[config.mk]
export PLATFORM = sky130hd
export DESIGN_NAME = banked_iram
export DESIGN_NICKNAME = d
export VERILOG_FILES = /design/src/rtl/biram_pkg.sv /design/src/rtl/biram_resolve.sv /design/src/rtl/biram_store.sv /design/src/rtl/biram_seq.sv /design/src/rtl/banked_iram.sv
export SDC_FILE = /design/constraint.sdc
export NUM_CORES = 2
export LEC_CHECK = 0
export CAP_MARGIN = 5
export CORE_UTILIZATION = 60
export CTS_BUF_LIST = sky130_fd_sc_hd__clkbuf_16
export DETAILED_ROUTE_END_ITERATION = 10
export DONT_BUFFER_PORTS = 1
export HOLD_SLACK_MARGIN = 0.08
export PLACE_DENSITY = 0.76
export RECOVER_POWER = 100
export SLEW_MARGIN = 40
export SYNTH_ARGS = -nofsm -noshare
export SYNTH_HDL_FRONTEND = slang
export SYNTH_HIERARCHICAL = 1
export SYNTH_SLANG_ARGS = --single-unit
export TNS_END_PERCENT = 5
[constraint.sdc]
create_clock -name clk -period 16.7 [get_ports clk]
set_clock_uncertainty 0.1 [all_clocks]
set_input_delay 2.505 -clock clk [delete_from_list [all_inputs] [get_ports clk]]
set_output_delay 2.505 -clock clk [all_outputs]
set_load 0.005 [all_outputs]
[src/rtl/biram_pkg.sv]
package biram_pkg;
  typedef enum logic [1:0] {
    AM_DIRECT = 2'b00,
    AM_REG    = 2'b01,
    AM_PTR    = 2'b10,
    AM_BIT    = 2'b11
  } amode_e;

  typedef enum logic {
    PH_IDLE   = 1'b0,
    PH_SECOND = 1'b1
  } phase_e;
endpackage

[src/rtl/biram_resolve.sv]
module biram_resolve
  import biram_pkg::*;
#(
  parameter int ADDR_W    = 8,
  parameter int DATA_W    = 8,
  parameter int BANKS     = 4,
  parameter int BANK_REGS = 8,
  parameter int BIT_BASE  = 32
) (
  input  logic [1:0]                 mode,
  input  logic [ADDR_W-1:0]          addr,
  input  logic [$clog2(BANKS)-1:0]   bank,
  output logic [ADDR_W-1:0]          byte_addr,
  output logic [ADDR_W-1:0]          ptr_addr,
  output logic [$clog2(DATA_W)-1:0]  bit_idx,
  output logic                       hits_sfr
);
  localparam int REG_W  = $clog2(BANK_REGS);
  localparam int BIDX_W = $clog2(DATA_W);
  localparam int MSB    = ADDR_W - 1;

  // pointer register: R0 or R1 of the active bank
  assign ptr_addr = ADDR_W'({bank, REG_W'(addr[0])});
  assign bit_idx  = addr[BIDX_W-1:0];

  always_comb begin
    byte_addr = addr;
    hits_sfr  = 1'b0;
    case (amode_e'(mode))
      AM_DIRECT: begin
        byte_addr = addr;
        hits_sfr  = addr[MSB];
      end
      AM_REG: begin
        byte_addr = ADDR_W'({bank, addr[REG_W-1:0]});
      end
      AM_PTR: begin
        byte_addr = ptr_addr;
      end
      AM_BIT: begin
        if (addr[MSB]) begin
          byte_addr = {addr[MSB:BIDX_W], {BIDX_W{1'b0}}};
          hits_sfr  = 1'b1;
        end else begin
          byte_addr = ADDR_W'(BIT_BASE) + (addr >> BIDX_W);
        end
      end
      default: byte_addr = addr;
    endcase
  end
endmodule

[src/rtl/biram_store.sv]
module biram_store #(
  parameter int ADDR_W = 8,
  parameter int DATA_W = 8
) (
  input  logic              clk,
  input  logic              wr_en,
  input  logic [ADDR_W-1:0] wr_addr,
  input  logic [DATA_W-1:0] wr_data,
  input  logic [ADDR_W-1:0] rd_addr_a,
  output logic [DATA_W-1:0] rd_data_a,
  input  logic [ADDR_W-1:0] rd_addr_b,
  output logic [DATA_W-1:0] rd_data_b
);
  localparam int DEPTH = 1 << ADDR_W;

  logic [DATA_W-1:0] mem_q [DEPTH];

  always_ff @(posedge clk) begin
    if (wr_en) mem_q[wr_addr] <= wr_data;
  end

  assign rd_data_a = mem_q[rd_addr_a];
  assign rd_data_b = mem_q[rd_addr_b];
endmodule

[src/rtl/biram_seq.sv]
module biram_seq
  import biram_pkg::*;
#(
  parameter int ADDR_W = 8,
  parameter int DATA_W = 8
) (
  input  logic              clk,
  input  logic              rst_n,
  input  logic              start,
  input  logic [ADDR_W-1:0] ptr_val,
  input  logic              req_we,
  input  logic [DATA_W-1:0] req_wdata,
  output logic              busy,
  output logic [ADDR_W-1:0] tgt_addr,
  output logic              tgt_we,
  output logic [DATA_W-1:0] tgt_wdata,
  input  logic              rd_fire,
  input  logic [DATA_W-1:0] rd_byte,
  input  logic              rd_bit_in,
  output logic              rd_valid,
  output logic [DATA_W-1:0] rd_data,
  output logic              rd_bit
);
  phase_e            phase_q, phase_d;
  logic              rv_d;
  logic [DATA_W-1:0] rdat_d;
  logic              rbit_d;

  always_comb begin
    phase_d = phase_q;
    case (phase_q)
      PH_IDLE:   if (start) phase_d = PH_SECOND;
      PH_SECOND: phase_d = PH_IDLE;
      default:   phase_d = PH_IDLE;
    endcase
    rv_d   = rd_fire;
    rdat_d = rd_fire ? rd_byte : rd_data;
    rbit_d = rd_fire ? rd_bit_in : rd_bit;
  end

  always_ff @(posedge clk or negedge rst_n) begin
    if (!rst_n) begin
      phase_q  <= PH_IDLE;
      rd_valid <= 1'b0;
      rd_data  <= '0;
      rd_bit   <= 1'b0;
    end else begin
      phase_q  <= phase_d;
      rd_valid <= rv_d;
      rd_data  <= rdat_d;
      rd_bit   <= rbit_d;
    end
  end

  // second-phase target, loaded only when a pointer access starts
  always_ff @(posedge clk) begin
    if (start) begin
      tgt_addr  <= ptr_val;
      tgt_we    <= req_we;
      tgt_wdata <= req_wdata;
    end
  end

  assign busy = (phase_q == PH_SECOND);
endmodule

[src/rtl/banked_iram.sv]
module banked_iram
  import biram_pkg::*;
#(
  parameter int ADDR_W    = 8,
  parameter int DATA_W    = 8,
  parameter int BANKS     = 4,
  parameter int BANK_REGS = 8,
  parameter int BIT_BASE  = 32
) (
  input  logic              clk,
  input  logic              rst_n,
  input  logic              req_valid,
  input  logic [1:0]        req_mode,
  input  logic              req_we,
  input  logic [7:0]        req_addr,
  input  logic [7:0]        req_wdata,
  input  logic              req_wbit,
  input  logic [1:0]        bank_sel,
  output logic              busy,
  output logic              rd_valid,
  output logic [7:0]        rd_data,
  output logic              rd_bit,
  output logic              sfr_strobe,
  output logic              sfr_we,
  output logic [7:0]        sfr_addr,
  output logic [7:0]        sfr_wdata,
  output logic              sfr_bit_op,
  output logic [2:0]        sfr_bit_idx
);
  localparam int BIDX_W = $clog2(DATA_W);

  logic              acc, is_ptr, is_bit, ram_acc;
  logic [ADDR_W-1:0] byte_addr, ptr_addr, tgt_addr, port_a_addr;
  logic [BIDX_W-1:0] bit_idx, sel_idx;
  logic              hits_sfr;
  logic [DATA_W-1:0] rdata_a, rdata_b, merged, wr_data, tgt_wdata;
  logic              wr_en, tgt_we, rd_fire;

  assign acc     = req_valid & ~busy;
  assign is_ptr  = (amode_e'(req_mode) == AM_PTR);
  assign is_bit  = (amode_e'(req_mode) == AM_BIT);
  assign ram_acc = acc & ~is_ptr & ~hits_sfr;

  biram_resolve #(
    .ADDR_W(ADDR_W), .DATA_W(DATA_W), .BANKS(BANKS),
    .BANK_REGS(BANK_REGS), .BIT_BASE(BIT_BASE)
  ) u_resolve (
    .mode      (req_mode),
    .addr      (req_addr),
    .bank      (bank_sel),
    .byte_addr (byte_addr),
    .ptr_addr  (ptr_addr),
    .bit_idx   (bit_idx),
    .hits_sfr  (hits_sfr)
  );

  assign port_a_addr = busy ? tgt_addr : byte_addr;

  biram_store #(.ADDR_W(ADDR_W), .DATA_W(DATA_W)) u_store (
    .clk       (clk),
    .wr_en     (wr_en),
    .wr_addr   (port_a_addr),
    .wr_data   (wr_data),
    .rd_addr_a (port_a_addr),
    .rd_data_a (rdata_a),
    .rd_addr_b (ptr_addr),
    .rd_data_b (rdata_b)
  );

  // read-modify-write merge for bit writes
  always_comb begin
    merged          = rdata_a;
    merged[bit_idx] = req_wbit;
  end

  assign sel_idx = busy ? '0 : bit_idx;
  assign wr_en   = busy ? tgt_we : (ram_acc & req_we);
  assign wr_data = busy ? tgt_wdata : (is_bit ? merged : req_wdata);
  assign rd_fire = busy ? ~tgt_we : (ram_acc & ~req_we);

  biram_seq #(.ADDR_W(ADDR_W), .DATA_W(DATA_W)) u_seq (
    .clk       (clk),
    .rst_n     (rst_n),
    .start     (acc & is_ptr),
    .ptr_val   (ADDR_W'(rdata_b)),
    .req_we    (req_we),
    .req_wdata (req_wdata),
    .busy      (busy),
    .tgt_addr  (tgt_addr),
    .tgt_we    (tgt_we),
    .tgt_wdata (tgt_wdata),
    .rd_fire   (rd_fire),
    .rd_byte   (rdata_a),
    .rd_bit_in (rdata_a[sel_idx]),
    .rd_valid  (rd_valid),
    .rd_data   (rd_data),
    .rd_bit    (rd_bit)
  );

  // hand-off to the special-function-register logic
  assign sfr_strobe  = acc & ~is_ptr & hits_sfr;
  assign sfr_we      = sfr_strobe & req_we;
  assign sfr_addr    = byte_addr;
  assign sfr_wdata   = is_bit ? {DATA_W{req_wbit}} : req_wdata;
  assign sfr_bit_op  = sfr_strobe & is_bit;
  assign sfr_bit_idx = bit_idx;
endmodule

# ---- Yosys cells after proc, flatten, opt, wreduce, memory -nomap -nowiden
# Memories as Yosys holds them, arrays and structs flattened. A register that Yosys moved wholly into a read port is not among the register bits.
# Cells that the tools add are included.
# Widths: inputs -> output; s select.
dict set report word_totals {
  reg_bits 20
  n_memories 1
  ramBits 2048
  out_inout_bits 33
}
dict set report op_classes {
  n_reduce_logical 2
  n_bitwise 14
  n_lt_le_gt_ge 3
  n_mux 20
  eq_ne 3
  addsub 1
}
# memory depth width read_ports rd_ports_with_merged_regs write_ports line_no
set mem_list {}
lappend mem_list {u_store.mem_q 256 8 2 1 1 biram_store.sv:16} ;# logic [DATA_W-1:0] mem_q [DEPTH];
# op count
set ops {}
lappend ops {{$mux 8} 5}
lappend ops {{$pmux 8 s4} 1}
lappend ops {{$and 1x1->1} 9}
lappend ops {{$bwmux 8} 1}
lappend ops {{$lt 3x4->1 const B} 2}
lappend ops {{$mux 1} 8}
lappend ops {{$add 6x5->7 const A} 1}
lappend ops {{$not 1->1} 5}
lappend ops {{$eq 2x2->1 const B} 2}
lappend ops {{$pmux 1 s2} 2}
lappend ops {{$bmux 1 s3} 1}
lappend ops {{$demux 1 s3} 1}
lappend ops {{$ge 3x1->1 const B} 1}
lappend ops {{$mux 3} 1}
lappend ops {{$eq 2x1->1 const B} 1}
lappend ops {{$logic_not 2->1} 1}
lappend ops {{$logic_and 1x1->1} 1}

# ---- Longest topological paths before layout
dict set report depth {
  ltp_word 8
  depth_mapped 22
  ltp_nobuf 16
}

# ---- Modules after synthesis
# The synthesis kept the hierarchy.
# module area_each_um2 n_inst cells_per_inst seq_area_each_um2
set by_module_without_submodules {}
lappend by_module_without_submodules {biram_store 96652.7 1 4831 61499.0}
lappend by_module_without_submodules {biram_seq 938.4 1 39 785.8}
lappend by_module_without_submodules {banked_iram 673.1 1 105 0.0}
lappend by_module_without_submodules {biram_resolve 310.3 1 41 0.0}

# ---- Worst setup path before layout
# No wires, ideal clock.
dict set report synth_timing {
  path_type {input port to flip-flop}
  from {in req_mode[0]}
  to {mem u_store.mem_q[0][0] (data pin)}
  path_buffers 3
  t_arrival_ps 11895
  stages 18
  setup_slack_ps 3249
  path_cell_list {inv_1 -> ha_1 -> or2_2 -> nand3b_1 -> o21ai_0 -> mux2_1 -> buf_2 -> clkinv_1 -> buf_2 -> clkbuf_1 -> a21oi_1 -> a221o_1 -> a21oi_1 -> o31ai_1 -> a211oi_1 -> o31a_1 -> a211oi_1 -> o21ai_1}
}
dict set report synth_between {
  elab_chain_len 7
  elab_cells_between_ends 10
}
# item line_no
set synth_lines {}
lappend synth_lines {{start, declared} banked_iram.sv:13} ;# input logic [1:0] req_mode,
lappend synth_lines {{$eq 2x2->1 (tied with other cells)} biram_resolve.sv:29} ;# case (amode_e'(mode))
lappend synth_lines {{$pmux 8 s4 *} biram_resolve.sv:29}
lappend synth_lines {{via sfr_addr[4]} banked_iram.sv:25} ;# output logic [7:0] sfr_addr,
lappend synth_lines {{$mux 8 *} banked_iram.sv:57} ;# assign port_a_addr = busy ? tgt_addr : byte_addr;
lappend synth_lines {{via port_a_addr[4]} banked_iram.sv:33} ;# logic [ADDR_W-1:0] byte_addr, ptr_addr, tgt_addr, port_a_addr;
lappend synth_lines {{$mem_v2 256x8 *} n/a}
lappend synth_lines {{via rdata_a[0]} banked_iram.sv:36} ;# logic [DATA_W-1:0] rdata_a, rdata_b, merged, wr_data, tgt_wdata;
lappend synth_lines {{$bwmux 8 *} banked_iram.sv:73} ;# merged[bit_idx] = req_wbit;
lappend synth_lines {{$mux 8 * (2 in series)} banked_iram.sv:78} ;# assign wr_data = busy ? tgt_wdata : (is_bit ? merged : req_wdata);
lappend synth_lines {{via wr_data[0]} banked_iram.sv:36}
lappend synth_lines {{end, declared} biram_store.sv:16}
# Mark *: on every way through the listed nets, which the timed path passes. The rest lies on a longest branch.

# ---- Final worst setup path
dict set report layout_timing {
  from {in req_mode[0]}
  to {mem u_store.mem_q[113][5] (data pin)}
}
# The elaborated chain is that of the path after synthesis.

==> run summary <==
Final setup fails = 0
Synth unique cells = 78
DRT iter0 DRCs = 10.2k
Cell Area, Synth = 0.0986 sq mm
Peak VDD IR = 0.115 mV
Die ar. = 0.166 sq mm
Max cap viols = 13
Placed cell areas = 0.100 sq mm
Failing checks = capacitance limit, slew limit
Hold Path Origin = u_seq/rd_bit$_DFFE_PN0P_
Power per cell area = 112 mW/mm^2
Worst endpoint required time = 17.17 ns
Vias in the first global route = 56.2k
CTS Hold Bufs = 0
Final Hold Viols = 0
Kind of cell adding the most delay to the critical path = buffers and inverters
Crit Path Max Fanout = 52
Design Power = 11.9 mW
Post-synth ARST share = 0.00530
Root buf cell = clkbuf_16
Worst hold slack = 0.493 ns
Via count = 57.5k
Predominant post-synthesis flop cell = edfxtp_1
Chip width = 407 microns
Synth Area per Inst = 19.7 sq um
Antenna violations before repair = 11
Min Tclk post-route = 12.76 ns
Internal power = 8.96 mW
Arr. time, crit path = 13.23 ns
Cell leakage power = 32.7 nW
Post-DRT Antenna Nets = 0
Synth-to-layout area growth = 8.05%
Setup bufs post-CTS = 0
Total gr overflow = 0
Via density = 7.87
Setup CP Type = primary input to flip-flop
Crit-path slowest cell = clkbuf_1
Slew @ Worst Pin = 8.82 ns
Share of cells above drive strength 1 = 0.298
Final WL = 293000 microns
Worst-Skew Late Latency = 0.88 ns
Worst R2R Start = u_seq/busy$_DFF_PN0_
Clock-pin transition on the worst setup and hold timing paths = 0.06 ns
CTS tree = built
Max clock buf depth = 3
CP endpoint kind = flip-flop
Global Route Usage Sum = 0.354
WP buf/inv = 7
Residual DRC count = 0
Sw Pwr = 2.98 mW
Rows = 148
TritonRoute pass-1 iters = 7
Number of port buffers = 0
Commonest cells after routing, fill and taps aside = edfxtp_1 (2065), mux4_2 (1052), nor2_1 (300)
Outcome = finished, violations left
Cell area after layout = 0.107 sq mm
Number of synthesized flops with an enable pin = 2065
CP cell instances = inv_1 > ha_1 > nor3b_1 > nand2_1 > nand2_1 > mux2_1 > clkbuf_1 > clkbuf_1 > buf_12 > mux4_2 > mux4_2 > a22o_1 > nor3_1 > nor3_1 > a211oi_1 > o21ai_4 > buf_4 > buf_4 > buf_12
Final #Nets = 4984
Worst relative slew slack = -4.88
Worst setup startpoint = req_mode[0]
Combinational power share = 0.126
CTS Sinks = 2076
Hold depth = 1
Total CTS buffers = 204
Final core utilization = 0.654
Fin Setup TNS = 0 ns
Net Sw Frac = 0.249
Fmax = 78.4 MHz
Post-CTS resize count = 0
RSZ-0062 raised after global routing = false
Final Max Slew Viols = 646
Hold WC Path Type = flip-flop to flip-flop
First-pass GRT wire length = 415000 microns
FF-to-FF path depth = 14
# IOs = 58
GP Congestion = 0.955
Cells after Synth = 5016
Largest net degree at the start of global routing = 577
Commonest non-fill, non-tap cell in the layout = edfxtp_1
Chip Height = 407 microns
Critical Path Stages = 19
H-tree depth = 4
Synth warn = 6
Seq pwr share = 0.496
Worst setup SP type = primary input
Clock share of power = 0.378
Starting Density = 0.605
Critical Path Max Stage Delay = 2.62 ns
Seq/Total Area, Yosys = 0.632
Tcrit/Tclk final = 0.764
Seq cells post-synth = 2076
Dpl hpwl = 178000 microns
Post-DR wirelength/cell = 40.2 microns
Core footprint = 0.163 sq mm
-- synthesized netlist by cell type (all sizes together) (5+ instances only) --
| library cell | n | area [sq um] |
|---|---|---|
| and3 | 5 | 31.3 |
| nand3b | 10 | 75.1 |
| o21bai | 5 | 37.5 |
| o21ai | 56 | 280 |
| nor3b | 9 | 67.6 |
| o31ai | 11 | 82.6 |
| or2 | 8 | 50.1 |
| a211o | 6 | 52.6 |
| a21oi | 81 | 405 |
| clkbuf | 141 | 529 |
| nor2b | 32 | 203 |
| edfxtp | 2065 | 62000 |
| nor4 | 7 | 43.8 |
| nand2 | 144 | 541 |
| nand2b | 12 | 75.1 |
| o211ai | 13 | 97.6 |
| nand3 | 55 | 275 |
| a211oi | 36 | 270 |
| mux2 | 56 | 668 |
| a221o | 10 | 100 |
| ha | 5 | 62.6 |
| inv | 8 | 30.0 |
| and2 | 13 | 81.3 |
| buf | 276 | 2250 |
| o22ai | 48 | 300 |
| nor3 | 23 | 115 |
| mux2i | 239 | 2390 |
| nor2 | 303 | 1140 |
| a22oi | 62 | 465 |
| dfrtp | 11 | 275 |
| o221ai | 67 | 599 |
| nand4 | 13 | 81.3 |
| and3b | 5 | 43.8 |
| mux4 | 1052 | 23700 |
| a22o | 24 | 210 |
| a2bb2oi | 10 | 93.8 |
| a221oi | 38 | 370 |
-- routing by layer --
| metal | global-route usage | part of all wire | wire (microns) | vias to the layer above |
|---|---|---|---|---|
| met5 | 0 | 0.00046 | 134 | - |
| met4 | 0.174 | 0.057 | 16700 | 18 |
| met3 | 0.124 | 0.16 | 45800 | 902 |
| met2 | 0.508 | 0.45 | 131000 | 5066 |
| met1 | 0.488 | 0.34 | 99800 | 29980 |
| li1 | - | - | - | 21523 |
-- cell families (layout without fill, tap and decap cells) --
kind of cell / after synthesis / count (layout) / share of synthesized area
adder cells (fa/ha/maj): 5 / 5 / 0.000635
AND/OR/NAND/NOR: 655 / 655 / 0.0301
flip-flops: 2076 / 2076 / 0.632
multiplexers: 1347 / 1347 / 0.271
AO/OA/AOI/OAI: 503 / 503 / 0.0373
buffers and inverters: 429 / 535 / 0.0286
other: 1 / 10 / 0.0000380
-- area by class of cell --
cell class | instances | area (sq um)
Antenna cell | 5 | 12.5
Timing Repair Buffer | 145 | 1280
Fill cell | 10513 | 56400
Tap cell | 2175 | 2720
Multi-Input combinational cell | 2515 | 33700
Clock inverter | 172 | 1340
Clock buffer | 206 | 5150
Inverter | 12 | 48.8
Sequential cell | 2076 | 62300
-- stage by stage --
stage	std cells	setup slack (ns)
after floorplan	5020	3.25
after global placement	6901	6.32
after detailed placement	6912	6.52
after CTS	7290	7.42
after global routing	7301	3.57
final	7306	3.94
-- worst paths after layout --
check	to	slack, ns
min	u_seq/rd_bit$_DFFE_PN0P_	0.49
max reg2reg	u_store/mem_q[113][5]$_DFFE_PP_	6.16
max	u_store/mem_q[113][5]$_DFFE_PP_	3.94
min reg2reg	u_seq/rd_bit$_DFFE_PN0P_	0.49
max in group asynchronous	u_seq/rd_data[7]$_DFFE_PN0P_	15.19
min in group asynchronous	u_seq/rd_data[5]$_DFFE_PN0P_	1.23
-- power by group through the flow --
stage	Clock (mW)	Sequential, mW	Combinational [mW]
2_1_floorplan	0	6.11	0.961
3_3_place_gp	0	6.03	1.30
3_5_place_dp	0	6.03	1.34
4_1_cts	4.53	5.92	1.35
5_1_grt	4.72	5.92	1.52
6_report	4.51	5.92	1.50
-- sequential cells by signal, indices dropped and copies added (netlist names) --
| register | count |
|---|---|
| u_store/mem_q | 2048 |
| u_seq/rd_data | 8 |
| u_seq/tgt_addr | 8 |
| u_seq/tgt_wdata | 8 |
| u_seq/busy | 1 |
| u_seq/rd_bit | 1 |
| u_seq/rd_valid | 1 |
| u_seq/tgt_we | 1 |
No activity file was read; power rests on OpenSTA's default activity.
